File: src/rtl/crc_enc_pkg.sv
package crc_enc_pkg;
    typedef enum logic [1:0] {
        ST_IDLE = 2'd0,
        ST_MSG  = 2'd1,
        ST_FCS  = 2'd2,
        ST_FIN  = 2'd3
    } enc_state_t;
endpackage

File: src/rtl/crc_enc_lfsr.sv
module crc_enc_lfsr #(
    parameter int          CRC_W    = 5,
    parameter logic [CRC_W-1:0] CRC_POLY = 5'b10101
) (
    input  logic clk,
    input  logic clr,
    input  logic shift,
    input  logic fb_en,
    input  logic bit_in,
    output logic msb
);
    logic [CRC_W-1:0] rem_q;
    logic [CRC_W-1:0] rem_d;
    logic             fb;

    // Feedback is gated off during the shift-out phase; zeros then enter stage 0.
    assign fb = fb_en & (rem_q[CRC_W-1] ^ bit_in);

    generate
        for (genvar g = 0; g < CRC_W; g++) begin : g_stage
            if (g == 0) begin : g_low
                assign rem_d[g] = CRC_POLY[g] & fb;
            end else if (CRC_POLY[g]) begin : g_tap
                assign rem_d[g] = rem_q[g-1] ^ fb;
            end else begin : g_plain
                assign rem_d[g] = rem_q[g-1];
            end
        end
    endgenerate

    always_ff @(posedge clk) begin
        if (clr) begin
            rem_q <= '0;
        end else if (shift) begin
            rem_q <= rem_d;
        end
    end

    assign msb = rem_q[CRC_W-1];
endmodule

File: src/rtl/crc_enc_ctrl.sv
module crc_enc_ctrl
    import crc_enc_pkg::*;
#(
    parameter int CRC_W   = 5,
    parameter int MSG_LEN = 10
) (
    input  logic       clk,
    input  logic       rst,
    input  logic       start,
    input  logic       din,
    input  logic       din_valid,
    input  logic       rem_msb,
    output logic       lfsr_clr,
    output logic       lfsr_shift,
    output logic       lfsr_fb_en,
    output logic       dout,
    output logic       dout_valid,
    output logic       done,
    output enc_state_t state
);
    localparam int MAX_CNT = (MSG_LEN > CRC_W) ? MSG_LEN : CRC_W;
    localparam int CNT_W   = $clog2(MAX_CNT + 1);
    localparam logic [CNT_W-1:0] MSG_LAST = CNT_W'(MSG_LEN - 1);
    localparam logic [CNT_W-1:0] FCS_LAST = CNT_W'(CRC_W - 1);

    enc_state_t       state_q, state_d;
    logic [CNT_W-1:0] cnt_q;
    logic             msg_take;

    assign msg_take = (state_q == ST_MSG) && din_valid;

    always_comb begin
        state_d = state_q;
        unique case (state_q)
            ST_IDLE: if (start) state_d = ST_MSG;
            ST_MSG:  if (msg_take && cnt_q == MSG_LAST) state_d = ST_FCS;
            ST_FCS:  if (cnt_q == FCS_LAST) state_d = ST_FIN;
            ST_FIN:  state_d = ST_IDLE;
        endcase
    end

    // State register and phase counter
    always_ff @(posedge clk) begin
        if (rst) begin
            state_q <= ST_IDLE;
            cnt_q   <= '0;
        end else begin
            state_q <= state_d;
            if (state_d != state_q) begin
                cnt_q <= '0;
            end else if (msg_take || state_q == ST_FCS) begin
                cnt_q <= cnt_q + 1'b1;
            end
        end
    end

    // Registered outputs
    always_ff @(posedge clk) begin
        if (rst) begin
            dout       <= 1'b0;
            dout_valid <= 1'b0;
            done       <= 1'b0;
        end else begin
            unique case (state_q)
                ST_IDLE: begin
                    dout       <= 1'b0;
                    dout_valid <= 1'b0;
                    done       <= 1'b0;
                end
                ST_MSG: begin
                    dout       <= din_valid & din;
                    dout_valid <= din_valid;
                    done       <= 1'b0;
                end
                ST_FCS: begin
                    dout       <= rem_msb;
                    dout_valid <= 1'b1;
                    done       <= 1'b0;
                end
                ST_FIN: begin
                    dout       <= 1'b0;
                    dout_valid <= 1'b0;
                    done       <= 1'b1;
                end
            endcase
        end
    end

    assign lfsr_clr   = rst | ((state_q == ST_IDLE) & start);
    assign lfsr_shift = msg_take | (state_q == ST_FCS);
    assign lfsr_fb_en = (state_q == ST_MSG);
    assign state      = state_q;
endmodule

File: src/rtl/crc_serial_enc.sv
module crc_serial_enc
    import crc_enc_pkg::*;
#(
    parameter int               CRC_W    = 5,
    parameter logic [CRC_W-1:0] CRC_POLY = 5'b10101,
    parameter int               MSG_LEN  = 10
) (
    input  logic clk,
    input  logic rst,
    input  logic start,
    input  logic din,
    input  logic din_valid,
    output logic dout,
    output logic dout_valid,
    output logic done
);
    logic       lfsr_clr, lfsr_shift, lfsr_fb_en, rem_msb;
    enc_state_t state;

    crc_enc_ctrl #(
        .CRC_W   (CRC_W),
        .MSG_LEN (MSG_LEN)
    ) u_ctrl (
        .clk        (clk),
        .rst        (rst),
        .start      (start),
        .din        (din),
        .din_valid  (din_valid),
        .rem_msb    (rem_msb),
        .lfsr_clr   (lfsr_clr),
        .lfsr_shift (lfsr_shift),
        .lfsr_fb_en (lfsr_fb_en),
        .dout       (dout),
        .dout_valid (dout_valid),
        .done       (done),
        .state      (state)
    );

    crc_enc_lfsr #(
        .CRC_W    (CRC_W),
        .CRC_POLY (CRC_POLY)
    ) u_lfsr (
        .clk    (clk),
        .clr    (lfsr_clr),
        .shift  (lfsr_shift),
        .fb_en  (lfsr_fb_en),
        .bit_in (din),
        .msb    (rem_msb)
    );
endmodule

File: config.mk
export PLATFORM = sky130hd
export DESIGN_NAME = crc_serial_enc
export DESIGN_NICKNAME = d
export VERILOG_FILES = /design/src/rtl/crc_enc_pkg.sv /design/src/rtl/crc_enc_lfsr.sv /design/src/rtl/crc_enc_ctrl.sv /design/src/rtl/crc_serial_enc.sv
export SDC_FILE = /design/constraint.sdc
export NUM_CORES = 1
export LEC_CHECK = 0
export BUFFER_PORTS_ARGS = -buffer_cell sky130_fd_sc_hd__buf_4
export CAP_MARGIN = 20
export CORE_MARGIN = 4
export CORE_UTILIZATION = 53
export CTS_BUF_LIST = sky130_fd_sc_hd__clkbuf_8
export CTS_CLUSTER_DIAMETER = 100
export DETAILED_ROUTE_END_ITERATION = 6
export PLACE_DENSITY = 0.8
export SETUP_SLACK_MARGIN = 0.3
export SLEW_MARGIN = 20
export SYNTH_ARGS = -nofsm -noshare
export SYNTH_HDL_FRONTEND = slang
export SYNTH_SLANG_ARGS = --single-unit
File: constraint.sdc
create_clock -name clk -period 1.1 [get_ports clk]
set_input_delay 0.055 -clock clk [delete_from_list [all_inputs] [get_ports clk]]
set_output_delay 0.055 -clock clk [all_outputs]
set_load 0.05 [all_outputs]
==> metrics.txt <==
met2 WL 1.58 mm; Critical Path Start Type register; number of buffers created by CTS 3; vias per inst 7.09; Post-Syn Area 743 µm²; Arr. time, crit path 1.50 ns; clock latency on the worst-skew pair 0.25 ns; Worst-Margin Slew 0.365 ns; top cell type's share of synthesized area 37.7%; routed length on met1 1.16 mm; Syn Inst Count 82; # setup viols final 12; CP max-delay cell a32oi_2; maximum clock insertion buffer count 2; CP Capture Type register; Worst EP required 1.22 ns; Min Clock Period, post-route 1.38 ns; Sink Count 14; Row Count 13; die area 2070 µm²; 1st-iter DRT viols 66; syn avg cell area 9.06 µm²; Max FO, Critical Path 4; Final ANT Viol Nets 0; Tcrit/Tclk final 126%; Worst Hold Class in -> reg; P_leak 0.000473 µW; Fill cells 37; IO Port Bufs 7; Initial Util 56.4%; post-route cell area 1250 µm²; clock skew 0.00218 ns; core outline area 1320 µm²; top-level port count 8; outcome finished, violations left; slew margin rel. 75.7%; Area Growth Syn to Fin 67.7%; share of cells above drive strength 1 61.1%; final hold violation count 0; uppermost layer routed met4; worst vdd ir 0.00103 V; RSZ-0062 raised after global routing yes; clock root buffer clkbuf_8; grt total ovfl 0; vias in the first global route 885; first-pass GRT wire length 4.68 mm; ANT cells 0; clock-pin slew on the worst setup and hold paths 0.06 ns; worst reg-to-reg setup slack -0.28 ns; post-synthesis sequential area ratio 37.7%; syn nets 90; biggest area consumer among synthesized cells dfxtp_1; Post-DP Area 955 µm²; Max Slew Vio Count 0; Synth Register Bits 14; CTS H-tree depth 1; Die X 45.4 µm; via count 908; max-cap violations 0; Hold WS 0.0391 ns; crit path cell chain inv_4 -> ha_4 -> nand4b_1 -> a32oi_2 -> a211oi_1; DR pass1 iterations 4; pin count of the biggest net entering global routing 14; WL final 3.33 mm; NumNets Final 122; failing checks setup timing; gpl congestion 0.813; global-route total usage across every layer 32.8%; Ys Warns 0; PwrDens 1030 nW/µm²; routed len/inst 26.0 µm; Die Y-Extent 45.4 µm; final worst slack -0.281 ns; top cells by area, synth dfxtp_1, nand3_1, ha_1, a21oi_1, o21ai_0; Yosys cell types 31; TritonCTS clock tree yes; met3 routed WL 351 µm; f_max 724 MHz; post-route DRC violation count 0; Crit Path Class reg -> reg; setup TNS -2.02 ns; Crit path largest cell delay 0.42 ns; initial antenna violation count 0; HPWL Detailed 1.25 mm
final cells by class:
class                      instances  area (µm²)  share of cell area [%]
clock buffer                       4        55.1                    4.42
inverter                           4        20.0                    1.61
multi-input combinational         59         572                    45.9
sequential                        14         298                    23.9
tap                               15        18.8                    1.51
timing repair buffer              32         283                    22.7
sequential cells by signal, summed over array words and instances (netlist names):
name / flops
u_ctrl.state: 2
u_ctrl.dout_valid: 1
u_ctrl.dout: 1
u_lfsr.rem_q: 5
u_ctrl.cnt_q: 4
u_ctrl.done: 1
through the flow:
step                      utilization (%)  worst slack [ns]  std cells  power (µW)
final                                94.6            -0.281        128        1280
after global routing                 94.6            -0.290        128        1310
after CTS                            87.1            -0.139        122        1210
after detailed placement             72.5            -0.187        113         683
after global placement               72.5            -0.122        113         678
after floorplan                         -           -0.0673         82         629
Yosys cell counts:
cell type,instances
a211o_1,1
a211oi_1,3
a21o_1,2
a21oi_1,7
a22oi_1,1
a311oi_2,1
a32oi_1,1
and2_1,1
and2b_1,1
and3_1,1
and3b_1,1
buf_2,3
buf_4,1
buf_6,1
clkbuf_1,1
dfxtp_1,14
ha_1,3
inv_1,4
nand2_1,3
nand2b_1,3
nand3_1,8
nand3b_1,2
nand3b_4,1
nand4b_1,3
nor2_1,1
nor2b_1,1
o21ai_0,7
o311ai_0,2
o32a_1,2
or3b_2,1
xnor2_1,1
final timing paths:
kind | from | cells past startpoint | end
worst max-delay path | u_ctrl.cnt_q[0] | 5 | u_ctrl.cnt_q[0]
worst min-delay path | rst | 2 | u_ctrl.dout_valid
worst max register to register | u_ctrl.cnt_q[0] | 5 | u_ctrl.cnt_q[0]
worst min register to register | u_lfsr.rem_q[0] | 2 | u_lfsr.rem_q[1]
cells by family after synthesis:
logic type	count (synthesis)	synth area share (%)
buffers and inverters	10	7.07
AND/OR/NAND/NOR	27	24.1
AO/OA/AOI/OAI	27	24.9
flip-flops	14	37.7
adder cells (fa/ha/maj)	3	5.05
XOR/XNOR	1	1.18
worst max-delay path: cells and delay by family, from the launching register on:
| family | cells | cell delay (ns) |
|---|---|---|
| AND/OR/NAND/NOR | 1 | 0.16 |
| AO/OA/AOI/OAI | 2 | 0.52 |
| buffers and inverters | 1 | 0.07 |
| flip-flops | 1 | 0.37 |
| adder cells (fa/ha/maj) | 1 | 0.13 |
power by group:
group          total (µW)  internal [µW]  switching [µW]
clock network         520            318             202
registers             535            513            22.6
logic                 223            101             122
layer usage:
| layer | track usage (%) | vias up |
|---|---|---|
| li1 | - | 372 |
| met1 | 39.0 | 425 |
| met2 | 57.1 | 81 |
| met3 | 5.53 | 30 |
| met4 | 14.0 | 0 |
| met5 | 0 | - |
cell usage in the layout (no fill, tap or decap), drive strengths merged, types with 2 or more instances in the layout:
master / Yosys / layout
nand3b: 3 / 3
nand4b: 3 / 3
nand3: 8 / 8
a211oi: 3 / 3
nand2: 3 / 3
o32a: 2 / 2
a21oi: 7 / 7
clkbuf: 1 / 4
inv: 4 / 4
a21o: 2 / 2
buf: 5 / 32
and3b: 1 / 2
o21ai: 7 / 7
nand2b: 3 / 3
o311ai: 2 / 2
dfxtp: 14 / 14
ha: 3 / 3
what timing repair did:
| item | in CTS | in global routing |
|---|---|---|
| pin swaps | 13 | 3 |
| gates resized for setup | 27 | 13 |
| hold buffers | 0 | 0 |
| hold endpoints to repair | 0 | 0 |
| buffers inserted | 4 | 6 |
| endpoints found under the setup margin | 15 | 15 |
| gates cloned | 1 | 0 |
(Power assumes the default switching activity.)
